### src/rtl/irq_arm_pkg.sv
package irq_arm_pkg;

    localparam int VEC_W = 16;

    typedef logic [VEC_W-1:0] vec_t;

    // Vector slot of a source: two bytes per slot, descending from the top.
    function automatic vec_t src_vector(input vec_t top, input int unsigned idx);
        return top - vec_t'(2 * idx);
    endfunction

endpackage

### src/rtl/irq_flag_bank.sv
module irq_flag_bank #(
    parameter int N_SRC = 8
) (
    input  logic             clk,
    input  logic             rst_n,
    input  logic [N_SRC-1:0] src_evt_i,
    input  logic             clr_we_i,
    input  logic [N_SRC-1:0] clr_bits_i,
    input  logic             arm_we_i,
    input  logic [N_SRC-1:0] arm_bits_i,
    output logic [N_SRC-1:0] flag_o,
    output logic [N_SRC-1:0] arm_o
);

    typedef struct packed {
        logic [N_SRC-1:0] flag;
        logic [N_SRC-1:0] arm;
    } bank_t;

    bank_t bank_d, bank_q;

    always_comb begin
        bank_d = bank_q;
        if (clr_we_i) begin
            bank_d.flag = bank_q.flag & ~clr_bits_i;
        end
        // A new event overrides a clear of the same bit.
        bank_d.flag = bank_d.flag | src_evt_i;
        if (arm_we_i) begin
            bank_d.arm = arm_bits_i;
        end
    end

    always_ff @(posedge clk) begin
        if (!rst_n) begin
            bank_q <= '0;
        end else begin
            bank_q <= bank_d;
        end
    end

    assign flag_o = bank_q.flag;
    assign arm_o  = bank_q.arm;

endmodule

### src/rtl/irq_prio_enc.sv
module irq_prio_enc
    import irq_arm_pkg::*;
#(
    parameter int   N_SRC   = 8,
    parameter vec_t VEC_TOP = 16'hFFEE
) (
    input  logic [N_SRC-1:0] pend_i,
    output logic             any_o,
    output logic [N_SRC-1:0] grant_o,
    output vec_t             vec_o
);

    vec_t vec_tab [N_SRC];

    for (genvar i = 0; i < N_SRC; i++) begin : g_slot
        assign vec_tab[i] = src_vector(VEC_TOP, i);
        if (i == 0) begin : g_top
            assign grant_o[i] = pend_i[i];
        end else begin : g_rest
            assign grant_o[i] = pend_i[i] & ~(|pend_i[i-1:0]);
        end
    end

    assign any_o = |pend_i;

    always_comb begin
        vec_o = '0;
        for (int i = 0; i < N_SRC; i++) begin
            if (grant_o[i]) begin
                vec_o = vec_o | vec_tab[i];
            end
        end
    end

endmodule

### src/rtl/irq_mask_ctl.sv
module irq_mask_ctl (
    input  logic clk,
    input  logic rst_n,
    input  logic accept_i,
    input  logic ret_i,
    input  logic mask_we_i,
    input  logic mask_wdata_i,
    output logic mask_o
);

    typedef struct packed {
        logic mask;
        logic saved;
    } mask_st_t;

    mask_st_t st_d, st_q;

    always_comb begin
        st_d = st_q;
        if (accept_i) begin
            st_d.saved = st_q.mask;
            st_d.mask  = 1'b1;
        end else if (ret_i) begin
            st_d.mask  = st_q.saved;
        end else if (mask_we_i) begin
            st_d.mask  = mask_wdata_i;
        end
    end

    always_ff @(posedge clk) begin
        if (!rst_n) begin
            st_q <= '{mask: 1'b1, saved: 1'b1};
        end else begin
            st_q <= st_d;
        end
    end

    assign mask_o = st_q.mask;

endmodule

### src/rtl/irq_arm_ctrl.sv
module irq_arm_ctrl
    import irq_arm_pkg::*;
#(
    parameter int   N_SRC     = 8,
    parameter vec_t VEC_TOP   = 16'hFFEE,
    parameter vec_t RESET_VEC = 16'hFFFE
) (
    input  logic             clk,
    input  logic             rst_n,
    input  logic [N_SRC-1:0] src_evt_i,
    input  logic             clr_we_i,
    input  logic [N_SRC-1:0] clr_bits_i,
    input  logic             arm_we_i,
    input  logic [N_SRC-1:0] arm_bits_i,
    input  logic             mask_we_i,
    input  logic             mask_wdata_i,
    input  logic             instr_done_i,
    input  logic             ret_i,
    output logic             irq_o,
    output logic             ack_o,
    output logic [15:0]      vec_o,
    output logic [N_SRC-1:0] flag_o,
    output logic [N_SRC-1:0] arm_o,
    output logic             mask_o
);

    typedef struct packed {
        logic ack;
        vec_t vec;
    } out_st_t;

    logic [N_SRC-1:0] flag_w, arm_w, pend, grant;
    logic             any_pend, mask_w, accept;
    vec_t             win_vec;
    out_st_t          out_d, out_q;

    irq_flag_bank #(.N_SRC(N_SRC)) u_bank (
        .clk        (clk),
        .rst_n      (rst_n),
        .src_evt_i  (src_evt_i),
        .clr_we_i   (clr_we_i),
        .clr_bits_i (clr_bits_i),
        .arm_we_i   (arm_we_i),
        .arm_bits_i (arm_bits_i),
        .flag_o     (flag_w),
        .arm_o      (arm_w)
    );

    assign pend = flag_w & arm_w;

    irq_prio_enc #(.N_SRC(N_SRC), .VEC_TOP(VEC_TOP)) u_prio (
        .pend_i  (pend),
        .any_o   (any_pend),
        .grant_o (grant),
        .vec_o   (win_vec)
    );

    assign irq_o  = any_pend & ~mask_w;
    assign accept = irq_o & instr_done_i;

    irq_mask_ctl u_mask (
        .clk          (clk),
        .rst_n        (rst_n),
        .accept_i     (accept),
        .ret_i        (ret_i),
        .mask_we_i    (mask_we_i),
        .mask_wdata_i (mask_wdata_i),
        .mask_o       (mask_w)
    );

    always_comb begin
        out_d     = out_q;
        out_d.ack = accept;
        if (accept) begin
            out_d.vec = win_vec;
        end
    end

    always_ff @(posedge clk) begin
        if (!rst_n) begin
            out_q <= '{ack: 1'b0, vec: RESET_VEC};
        end else begin
            out_q <= out_d;
        end
    end

    assign ack_o  = out_q.ack;
    assign vec_o  = out_q.vec;
    assign flag_o = flag_w;
    assign arm_o  = arm_w;
    assign mask_o = mask_w;

endmodule

### config.mk
export PLATFORM = sky130hd
export DESIGN_NAME = irq_arm_ctrl
export DESIGN_NICKNAME = d
export VERILOG_FILES = /design/src/rtl/irq_arm_pkg.sv /design/src/rtl/irq_flag_bank.sv /design/src/rtl/irq_prio_enc.sv /design/src/rtl/irq_mask_ctl.sv /design/src/rtl/irq_arm_ctrl.sv
export SDC_FILE = /design/constraint.sdc
export NUM_CORES = 1
export LEC_CHECK = 0
export BUFFER_PORTS_ARGS = -buffer_cell sky130_fd_sc_hd__buf_4
export CAP_MARGIN = 20
export CORE_MARGIN = 2
export CORE_UTILIZATION = 41
export CTS_CLUSTER_SIZE = 8
export DETAILED_ROUTE_END_ITERATION = 12
export HOLD_SLACK_MARGIN = 0.06
export PLACE_DENSITY = 0.78
export SYNTH_ARGS = -nofsm -noshare
export SYNTH_HDL_FRONTEND = slang
export SYNTH_SLANG_ARGS = --single-unit
### constraint.sdc
create_clock -name clk -period 1.6 [get_ports clk]
set_clock_uncertainty 0.05 [all_clocks]
set_input_delay 0.08 -clock clk [delete_from_list [all_inputs] [get_ports clk]]
set_output_delay 0.08 -clock clk [all_outputs]
set_load 0.01 [all_outputs]
# Word-level counts from Yosys, hierarchy flattened
# Cells that the tools add are included.
# W data, S select, Z words.
# classes
mux	11
bitwise	22
n_reduce_logical	9
# ops
op	n
$mux W16	8
$and A8 B8 Y8	2
$and A1 B1 Y1	9
$not A1 Y1	9
$mux W8	1
$not A8 Y8	1
$or A8 B8 Y8	1
$reduce_or A8 Y1	1
$reduce_or A7 Y1	1
$reduce_or A6 Y1	1
$reduce_or A5 Y1	1
$reduce_or A2 Y1	2
$reduce_or A4 Y1	1
$reduce_or A3 Y1	1
$mux W1	2
$reduce_bool A2 Y1	1
# word_totals
elab_cells	48
register_bits	35
output_inout_bits	35
in_bits	32

# Longest topological paths before layout
# Gate-level depths: netlist of the first run.
# depth
depth_word	10
mapped_depth	4
mapped_depth_nobuf	4

# Hierarchy
# A second synthesis of the first run with hierarchy kept.
# unflattened
hier_cells	187
hier_area_um2	1757.9
# modules_own_cells
module	cells_per_inst	seq_area_each_um2	area_per_inst_um2	instances
irq_arm_ctrl	84	340.3	839.6	1
irq_flag_bank	59	320.3	600.6	1
irq_prio_enc	36	0.0	231.5	1
irq_mask_ctl	8	40.0	86.3	1

# Least setup slack after synthesis of the first run
# Ideal clock, no wire load.
# synth_timing
kind	register to register
startpoint	register u_bank.bank_q, in the netlist u_bank.flag_o[4]
endpoint	register out_q, in the netlist vec_o[1]
path_buffers	0
slack_ns	0.122
setup_time_ns	0.121
synth_period_minus_slack_ns	1.478
stages_incl_launch_ff	5
arrival_ns	1.307
required_ns	1.429
cell_sequence	dfxtp_1 -> a22o_1 -> a221oi_4 -> a21o_4 -> mux2_4
# synth_between
elab_chain_cells	6
elab_cells_between_ends	12
classes_between	mux (4); bitwise (6); reduce/logical (2)
# synth_lines
element	line_no	text
from (decl)	irq_flag_bank.sv:20	bank_t bank_d, bank_q;
from (signal assigned)	irq_flag_bank.sv:38	bank_q <= bank_d;
$and A8 B8 Y8 (*)	irq_arm_ctrl.sv:49	assign pend = flag_w & arm_w;
$reduce_or A6 Y1 / $and A1 B1 Y1 (equally long branches)	irq_prio_enc.sv:20	assign grant_o[i] = pend_i[i] & ~(|pend_i[i-1:0]);
$not A1 Y1 / $mux W16 (equally long branches)	irq_prio_enc.sv:20, irq_prio_enc.sv:29	
$and A1 B1 Y1 / $mux W16 (equally long branches)	irq_prio_enc.sv:20, irq_prio_enc.sv:29	
$mux W16 (2 in series)	irq_prio_enc.sv:29	if (grant_o[i]) begin
to (signal assigned)	irq_arm_ctrl.sv:81	out_q <= '{ack: 1'b0, vec: RESET_VEC};
to (signal assigned)	irq_arm_ctrl.sv:83	out_q <= out_d;
to (decl)	irq_arm_ctrl.sv:35	out_st_t out_d, out_q;
# Every way passes the cells marked *; elsewhere a longest branch is shown, timed or not.
# A chain may end at the register's enable or synchronous reset.

# Final worst setup path of the first run
# layout_timing
startpoint	register u_bank.bank_q, in the netlist u_bank.arm_o[4]
endpoint	output irq_o
# layout_between
elab_chain_cells	3
# layout_lines
element	line_no	text
$and A8 B8 Y8	irq_arm_ctrl.sv:49	
$reduce_or A8 Y1	irq_prio_enc.sv:24	assign any_o = |pend_i;
$and A1 B1 Y1	irq_arm_ctrl.sv:58	assign irq_o = any_pend & ~mask_w;
to (decl)	irq_arm_ctrl.sv:19	output logic irq_o,
# Every way passes these cells.

==> impl_metrics.env, run 1 <==
export IMPL_drt_iter0_drc=11
export IMPL_ff2ff_setup_slack_ns=0.07
export IMPL_hold_violations=0
export IMPL_cts_buffers=3
export IMPL_placed_area_um2=1460
export IMPL_synth_xor_area_frac=0
export IMPL_portBuffers=65
export IMPL_first_global_vias=1014
export IMPL_pwr_share_comb=0.222
export IMPL_fin_crit_ns=1.54
export IMPL_overflow=0
export IMPL_synth_area_leader_cell="dfxtp_1"
export IMPL_synth_most_common_cell="dfxtp_1"
export IMPL_syn_area_um2=1020
export IMPL_drc=0
export IMPL_synthAdderAreaFrac=0
export IMPL_hp_class="input port to flop"
export IMPL_hp_start="instr_done_i"
export IMPL_cts_max_level=1
export IMPL_synthArstFlopShare=0
export IMPL_synth_compound_area_frac=0.152
export IMPL_avgSynthCellArea_um2=9.29
export IMPL_p_int_uw=939
export IMPL_cts_root_buf="clkbuf_4"
export IMPL_yosys_warnings=0
export IMPL_ys_seq_area_frac=0.470
export IMPL_clock_power_share=0.248
export IMPL_synth_cell_type_count=24
export IMPL_place_detailed_hpwl_um=1920
export IMPL_status="finished, final reports clean"
export IMPL_peakVddDrop_mv=0.710
export IMPL_nets=225
export IMPL_critical_path_startpoint_type="flop"
export IMPL_fin_ws_ns=0.0562
export IMPL_core_um2=2410
export IMPL_synth_area_leaders="dfxtp_1 47%, mux2i_1 9.8%, buf_4 8.1%, nor2_1 6.6%, a21oi_1 4.9%"
export IMPL_worstPathArrival_ns=1.41
export IMPL_maxCapViolCount=0
export IMPL_synthSimpleGateAreaFrac=0.152
export IMPL_synth_top_area_frac=0.470
export IMPL_cts_buffer_depth=2
export IMPL_synth_edf_count=0
export IMPL_drt_pass1_iterations=4
export IMPL_worst_pin_slew_ns=0.593
export IMPL_die_height_um=53.9
export IMPL_final_cell_area_um2=1780
export IMPL_fin_crit_sh=0.965
export IMPL_insertion_delay_ns=0.31
export IMPL_ff2ff_path_depth=4
export IMPL_vias=1087
export IMPL_cts_tree="yes"
export IMPL_crit_buf_inv=1
export IMPL_fin_tns_setup_ns=0
export IMPL_dieArea_um2=2910
export IMPL_rows=18
export IMPL_pin_count=67
export IMPL_cp_cell_sequence="a22o_1, a221oi_4, a21oi_2, buf_4"
export IMPL_avgRoutedWirePerCell_um=13.6
export IMPL_synthesis_nets=142
export IMPL_fp_dieW_um=53.9
export IMPL_swShare=0.246
export IMPL_synthCells=110
export IMPL_grt_start_max_net_pins=21
export IMPL_use_met2=0.413
export IMPL_p_leak_uw=0.000844
export IMPL_end_kind="output port"
export IMPL_slowest_stage="dfxtp_2"
export IMPL_ys_seq_elements=24
export IMPL_cts_sinks=24
export IMPL_n_antenna_cell=0
export IMPL_synthMuxAreaShare=0.124
export IMPL_fmax_mhz=648
export IMPL_grt_pass1_wl_um=4450
export IMPL_drive_gt1_frac=0.427
export IMPL_grtUsageTotal=0.216
export IMPL_place_ws_ns=0.112
export IMPL_fill_cells=179
export IMPL_worstHoldPathCells=3
export IMPL_wirelength_um=3030
export IMPL_antenna_found_initial=0
export IMPL_setup_violations=0
export IMPL_grt_util_met1=0.229
export IMPL_ant_nets=0
export IMPL_crit_path_max_fanout=3
export IMPL_p_switching_uw=307
export IMPL_fin_util=0.738
export IMPL_slowest_delay_ns=0.35
export IMPL_p_seq_frac=0.530
export IMPL_worstPathRequired_ns=1.47
export IMPL_syn_to_final_growth_pct=73.9
export IMPL_r2r_end="vec_o[1]"
export IMPL_criticalPathCategory="flop to output port"
export IMPL_p_per_area_nw_per_um2=701
export IMPL_viasPerCell=4.90
export IMPL_r2r_start="u_bank.arm_o[4]"
export IMPL_clkTransAtPathRegs_ns=0.13
export IMPL_synthTopCellsByCount="24 x dfxtp_1, 18 x nor2_1, 11 x buf_4, 11 x nand2_1"
export IMPL_finalMaxSlewViolations=0
export IMPL_slew_headroom=0.604
export IMPL_initial_utilization=0.424
export IMPL_grt_busiest_layer="met2"
export IMPL_globalplace_congestion=0.739
export IMPL_min_to="vec_o[3]"
export IMPL_holdWs_ns=0.0790
export IMPL_synth_top_family_by_area="simple AND/OR/NAND/NOR gates"
export IMPL_synth_ff_type="dfxtp_1"
export IMPL_use_met3=0.0389
export IMPL_critPathTopFamily="compound AO/OA/AOI/OAI gates"
-- state kept, by name (all words and copies together) (netlist names) --
register	count
u_mask.mask_o	1
u_bank.arm_o	8
u_mask.st_q	1
vec_o	5
ack_o	1
u_bank.flag_o	8
-- metrics by stage --
step | cells | power, uW
floorplan | 110 | 757
global placement | 191 | 872
detailed placement | 191 | 878
CTS | 221 | 1240
global route | 222 | 1300
finish | 222 | 1250
-- cell usage in the layout, fill, tap and decap left out, types with 2 or more instances in the layout --
cell | Yosys | final
nand2_1 | 11 | 11
dlygate4sd3_1 | 0 | 26
a21o_2 | 2 | 2
mux2i_1 | 10 | 10
nand2b_1 | 2 | 2
a21oi_1 | 10 | 9
dfxtp_2 | 0 | 2
dfxtp_1 | 24 | 22
nor2_1 | 18 | 18
buf_4 | 11 | 67
nand3_1 | 4 | 4
clkbuf_4 | 0 | 3
-- worst min-delay path, delay by kind of cell --
family | cells | cell delay, ns
compound gates | 1 | 0.16
simple gates | 1 | 0.09
buf+inv | 1 | 0.08
-- worst max path at each step --
stage / start / to / slack [ns] / depth (start not counted)
floorplan: u_bank.flag_o[4] / vec_o[1] / 0.12 / 4
global placement: u_bank.flag_o[4] / vec_o[1] / 0.13 / 4
detailed placement: u_bank.flag_o[4] / vec_o[1] / 0.11 / 4
CTS: u_bank.flag_o[4] / irq_o / 0.03 / 4
global route: u_bank.arm_o[5] / irq_o / -0.008 / 4
finish: u_bank.arm_o[4] / irq_o / 0.06 / 4
-- layer usage --
layer	up-vias	wire, um
li1	529	-
met1	499	1100
met2	53	1650
met3	6	230
met4	0	49
met5	-	0
-- final cells by class --
type	count	area [um2]	area share
inverters	1	3.75	0.00211
flip-flops and latches	24	483	0.272
repair buffers	93	763	0.429
clock buffers	4	36.3	0.0204
multi-input cells	70	454	0.255
well taps	30	37.5	0.0211
-- logic make-up (layout without fill, tap and decap cells) --
family                 after synthesis  after routing
DFF                                 24             24
buffers and inverters               16             98
other                                1              1
AOI/OAI and AO/OA                   20             20
muxes                               12             12
and+or+nand+nor                     37             37
-- timing repair --
action	in CTS	in global routing
endpoints found under the hold margin	19	0
setup buffers	0	1
endpoints found under the setup margin	0	1
gates resized for setup	0	6
hold buffers	26	0
-- power groups by stage --
stage | logic [uW] | clock network [uW] | registers, uW
after floorplan | 78.2 | 0 | 678
after global placement | 204 | 0 | 668
after detailed placement | 207 | 0 | 671
after CTS | 263 | 318 | 658
after global routing | 299 | 338 | 663
final | 277 | 309 | 660
Power figures use the tool's default switching activity.
==> inputs of run 2 (changes only) <==
--- a/config.mk
+++ b/config.mk
@@ -8,11 +8,12 @@
 export BUFFER_PORTS_ARGS = -buffer_cell sky130_fd_sc_hd__buf_4
 export CAP_MARGIN = 20
 export CORE_MARGIN = 2
-export CORE_UTILIZATION = 41
+export CORE_UTILIZATION = 40
 export CTS_CLUSTER_SIZE = 8
 export DETAILED_ROUTE_END_ITERATION = 12
 export HOLD_SLACK_MARGIN = 0.06
-export PLACE_DENSITY = 0.78
+export PLACE_DENSITY = 0.77
 export SYNTH_ARGS = -nofsm -noshare
 export SYNTH_HDL_FRONTEND = slang
 export SYNTH_SLANG_ARGS = --single-unit
+export TNS_END_PERCENT = 50
==> impl_metrics.env, run 2 (synthesis results as in run 1) <==
export IMPL_worstPathRequired_ns=1.47
export IMPL_hp_class="input port to flop"
export IMPL_fin_crit_ns=1.62
export IMPL_drt_iter0_drc=12
export IMPL_wirelength_um=3270
export IMPL_cts_buffer_depth=2
export IMPL_slowest_delay_ns=0.36
export IMPL_maxCapViolCount=0
export IMPL_layout_commonest_cell="buf_4"
export IMPL_pwr_share_comb=0.222
export IMPL_grt_start_max_net_pins=21
export IMPL_fin_util=0.726
export IMPL_setup_violations=1
export IMPL_insertion_delay_ns=0.33
export IMPL_slew_headroom=0.579
export IMPL_cts_sinks=24
export IMPL_vias=1117
export IMPL_viasPerCell=5.01
export IMPL_initial_utilization=0.416
export IMPL_fin_crit_sh=1.02
export IMPL_end_kind="output port"
export IMPL_first_global_vias=1093
export IMPL_fp_dieW_um=54.6
export IMPL_n_antenna_cell=0
export IMPL_overflow=0
export IMPL_drive_gt1_frac=0.430
export IMPL_rows=18
export IMPL_drc=0
export IMPL_slowest_stage="dfxtp_1"
export IMPL_globalplace_congestion=0.686
export IMPL_grtUsageTotal=0.225
export IMPL_violations="negative setup slack"
export IMPL_layout_common_cells="68 x buf_4, 26 x dlygate4sd3_1, 21 x dfxtp_1"
export IMPL_criticalPathCategory="flop to output port"
export IMPL_grt_pass1_wl_um=4610
export IMPL_p_leak_uw=0.000850
export IMPL_cts_tree="yes"
export IMPL_finalMaxSlewViolations=0
export IMPL_syn_to_final_growth_pct=74.3
export IMPL_fin_tns_setup_ns=-0.0244
export IMPL_fin_ws_ns=-0.0244
export IMPL_worstPathArrival_ns=1.49
export IMPL_dieArea_um2=2980
export IMPL_clock_power_share=0.259
export IMPL_critical_path_startpoint_type="flop"
export IMPL_worst_pin_slew_ns=0.630
export IMPL_ant_nets=0
export IMPL_holdWs_ns=0.0560
export IMPL_nets=226
export IMPL_hold_violations=0
export IMPL_p_switching_uw=331
export IMPL_cp_cell_sequence="a22oi_1, and3_4, a21oi_2, buf_4"
export IMPL_portBuffers=65
export IMPL_crit_path_max_fanout=3
export IMPL_status="finished with violations"
export IMPL_power_uw=1270
export IMPL_p_int_uw=941
export IMPL_die_height_um=54.6
export IMPL_cts_max_level=1
export IMPL_rsz0062_at_grt="true"
export IMPL_fill_cells=185
export IMPL_place_detailed_hpwl_um=1940
export IMPL_antenna_found_initial=0
export IMPL_swShare=0.260
export IMPL_crit_buf_inv=1
export IMPL_placed_area_um2=1460
export IMPL_final_cell_area_um2=1780
export IMPL_p_per_area_nw_per_um2=714
export IMPL_clkTransAtPathRegs_ns=0.14
export IMPL_cts_root_buf="clkbuf_4"
export IMPL_pin_count=67
export IMPL_critPathTopFamily="compound AO/OA/AOI/OAI gates"
export IMPL_peakVddDrop_mv=0.693
export IMPL_fmax_mhz=616
export IMPL_avgRoutedWirePerCell_um=14.7
export IMPL_core_um2=2450
export IMPL_drt_pass1_iterations=4
export IMPL_cts_buffers=3
export IMPL_p_seq_frac=0.519
## run 2: stage by stage
step	worst slack (ns)	cells
2_1_floorplan	0.122	110
5_1_grt	-0.0658	223
6_report	-0.0244	223
3_3_place_gp	0.127	191
3_5_place_dp	0.0974	191
4_1_cts	0.00433	221
## run 2: area by class of cell
type | count | area [um2] | area share
Timing Repair Buffer | 94 | 771 | 0.433
Tap cell | 30 | 37.5 | 0.0211
Inverter | 1 | 3.75 | 0.00211
Multi-Input combinational cell | 70 | 449 | 0.252
Sequential cell | 24 | 484 | 0.272
Clock buffer | 4 | 36.3 | 0.0204
## run 2: worst register-to-register path, cell delays in order, from the launching register on
cell and delay [ns]:
dfxtp_1 0.36, a22oi_1 0.31, and3_4 0.28, a21o_4 0.17, mux2_4 0.30
## run 2: worst paths after layout
kind                         start              to  slack, ns  cells past startpoint
setup reg to reg  u_bank.flag_o[3]        vec_o[1]       0.03                      4
hold reg to reg     u_mask.st_q[0]  u_mask.st_q[0]       0.44                      1
setup / recovery  u_bank.flag_o[3]           irq_o      -0.02                      4
hold / removal        instr_done_i        vec_o[3]       0.06                      3
## run 2: layer usage
metal | part of all wire | global-route usage | vias to the layer above
met5 | 0 | 0 | -
met4 | 0.039 | 0.150 | 0
met3 | 0.061 | 0.0383 | 16
met2 | 0.54 | 0.414 | 60
met1 | 0.36 | 0.229 | 514
li1 | - | - | 527
## run 2: timing repair
| item | in CTS | in global routing |
|---|---|---|
| setup buffers | 0 | 2 |
| endpoints found under the hold margin | 19 | 0 |
| endpoints found under the setup margin | 0 | 1 |
| hold buffers | 26 | 0 |
| gates resized for setup | 0 | 6 |
## run 2: power groups by stage
stage          Combinational (uW)  Sequential, uW  Clock [uW]
2_1_floorplan                78.2             678           0
3_3_place_gp                  205             668           0
3_5_place_dp                  209             670           0
4_1_cts                       264             657         331
5_1_grt                       303             664         354
6_report                      283             660         329
==> inputs of run 3 (changes only) <==
--- a/config.mk
+++ b/config.mk
@@ -8,11 +8,11 @@
 export BUFFER_PORTS_ARGS = -buffer_cell sky130_fd_sc_hd__buf_4
 export CAP_MARGIN = 20
 export CORE_MARGIN = 2
-export CORE_UTILIZATION = 40
+export CORE_UTILIZATION = 37
 export CTS_CLUSTER_SIZE = 8
 export DETAILED_ROUTE_END_ITERATION = 12
 export HOLD_SLACK_MARGIN = 0.06
-export PLACE_DENSITY = 0.77
+export PLACE_DENSITY = 0.75
 export SYNTH_ARGS = -nofsm -noshare
 export SYNTH_HDL_FRONTEND = slang
 export SYNTH_SLANG_ARGS = --single-unit
==> constraint.sdc (replaced) <==
create_clock -name clk -period 1.4 [get_ports clk]
set_clock_uncertainty 0.05 [all_clocks]
set_input_delay 0.07 -clock clk [delete_from_list [all_inputs] [get_ports clk]]
set_output_delay 0.07 -clock clk [all_outputs]
set_load 0.01 [all_outputs]
==> impl_metrics.env, run 3 (synthesis results as in run 1) <==
export IMPL_status="finished with violations"
export IMPL_violations="negative setup slack"
export IMPL_final_cell_area_um2=1970
export IMPL_nets=246
export IMPL_maxCapViolCount=0
export IMPL_initial_utilization=0.381
export IMPL_min_to="vec_o[3]"
export IMPL_cts_sinks=24
export IMPL_worstPathRequired_ns=1.28
export IMPL_hp_class="input port to flop"
export IMPL_drt_iter0_drc=18
export IMPL_fin_ws_ns=-0.193
export IMPL_syn_to_final_growth_pct=92.8
export IMPL_setup_violations=8
export IMPL_worstPathArrival_ns=1.47
export IMPL_overflow=0
export IMPL_wirelength_um=3550
export IMPL_hp_start="instr_done_i"
export IMPL_ant_nets=0
export IMPL_drc=0
export IMPL_p_leak_uw=0.000982
export IMPL_grtUsageTotal=0.216
export IMPL_clkTransAtPathRegs_ns=0.14
export IMPL_antenna_found_initial=0
export IMPL_end_kind="output port"
export IMPL_crit_path_max_fanout=2
export IMPL_avgRoutedWirePerCell_um=14.6
export IMPL_grt_pass1_wl_um=5290
export IMPL_worstSetupStartpoint="u_bank.arm_o[4]"
export IMPL_globalplace_congestion=0.769
export IMPL_first_global_vias=1163
export IMPL_ff2ff_setup_slack_ns=-0.14
export IMPL_fin_cells=244
export IMPL_cts_max_level=1
export IMPL_grt_start_max_net_pins=14
export IMPL_peakVddDrop_mv=0.689
export IMPL_finalMaxSlewViolations=0
export IMPL_layout_commonest_cell="buf_4"
export IMPL_pin_count=67
export IMPL_criticalPathCategory="flop to output port"
export IMPL_place_detailed_hpwl_um=2080
export IMPL_layout_common_cells="84 x buf_4, 25 x dlygate4sd3_1, 18 x nor2_1"
export IMPL_fin_crit_ns=1.59
export IMPL_fp_dieW_um=56.6
export IMPL_r2r_end="vec_o[1]"
export IMPL_r2r_start="u_bank.arm_o[4]"
export IMPL_cts_buffer_depth=2
export IMPL_die_height_um=56.6
export IMPL_drive_gt1_frac=0.507
export IMPL_rows=19
export IMPL_hold_violations=0
export IMPL_portBuffers=65
export IMPL_worstHoldPathCells=3
export IMPL_core_um2=2690
export IMPL_n_antenna_cell=0
export IMPL_fin_crit_sh=1.14
export IMPL_cts_buffers=3
export IMPL_cts_tree="yes"
export IMPL_fmax_mhz=628
export IMPL_viasPerCell=4.81
export IMPL_placed_area_um2=1570
export IMPL_p_per_area_nw_per_um2=769
export IMPL_vias=1174
export IMPL_dp_cells=207
export IMPL_place_ws_ns=-0.00290
export IMPL_dieArea_um2=3200
export IMPL_critical_path_startpoint_type="flop"
export IMPL_rsz0062_at_grt="true"
export IMPL_drt_pass1_iterations=4
export IMPL_insertion_delay_ns=0.32
export IMPL_ff2ff_path_depth=5
export IMPL_cts_root_buf="clkbuf_4"
[run 3: cell types whose count changed in the layout (fill, tap and decap cells not counted), sizes merged]
cell	change
buf	+18
dlygate4sd3	-1
dlymetal6s4s	+3
[run 3: routing by layer]
metal	vias to the layer above	global-route usage	wire length (um)
met1	549	0.244	1330
met5	-	0	0
met4	0	0.0986	91
met2	47	0.392	1950
li1	568	-	-
met3	10	0.0346	181
[run 3: layout make-up]
class                      count  area (um2)
multi-input combinational     70         462
tap                           31        38.8
sequential                    24         489
fill                         190         716
clock buffer                   4        36.3
timing repair buffer         114         941
inverter                       1        3.75
[run 3: stage by stage]
stage	TNS, ns	total power, uW	utilization	hold slack [ns]
CTS	-0.318	1480	0.712	0.0817
global placement	0	1030	0.585	0.224
floorplan	-0.0517	865	-	0.0918
global route	-0.920	1580	0.734	0.0824
finish	-0.509	1510	0.734	0.0813
detailed placement	-0.00290	1040	0.585	0.233
[run 3: repair_timing]
| item | in CTS | in global routing |
|---|---|---|
| setup endpoints to repair | 2 | 11 |
| pin swaps | 2 | 6 |
| buffers inserted | 2 | 3 |
| hold buffers | 28 | 0 |
| endpoints found under the hold margin | 20 | 0 |
| resized for setup | 3 | 13 |
[run 3: where the power goes]
group          internal [uW]  switching, uW
Combinational            246            145
Sequential               719           29.9
Clock                    159            216
[run 3: worst max path at each step]
stage,to,cells past startpoint
after floorplan,vec_o[1],4
after global placement,vec_o[1],4
after detailed placement,vec_o[1],4
after CTS,irq_o,5
after global routing,irq_o,5
final,irq_o,5
[run 3: critical path, stage by stage, from the launching register on]
cell and delay, ns:
dfxtp_2 0.35, a22o_1 0.26, a221oi_4 0.21, buf_4 0.16, a21oi_2 0.04, buf_4 0.14
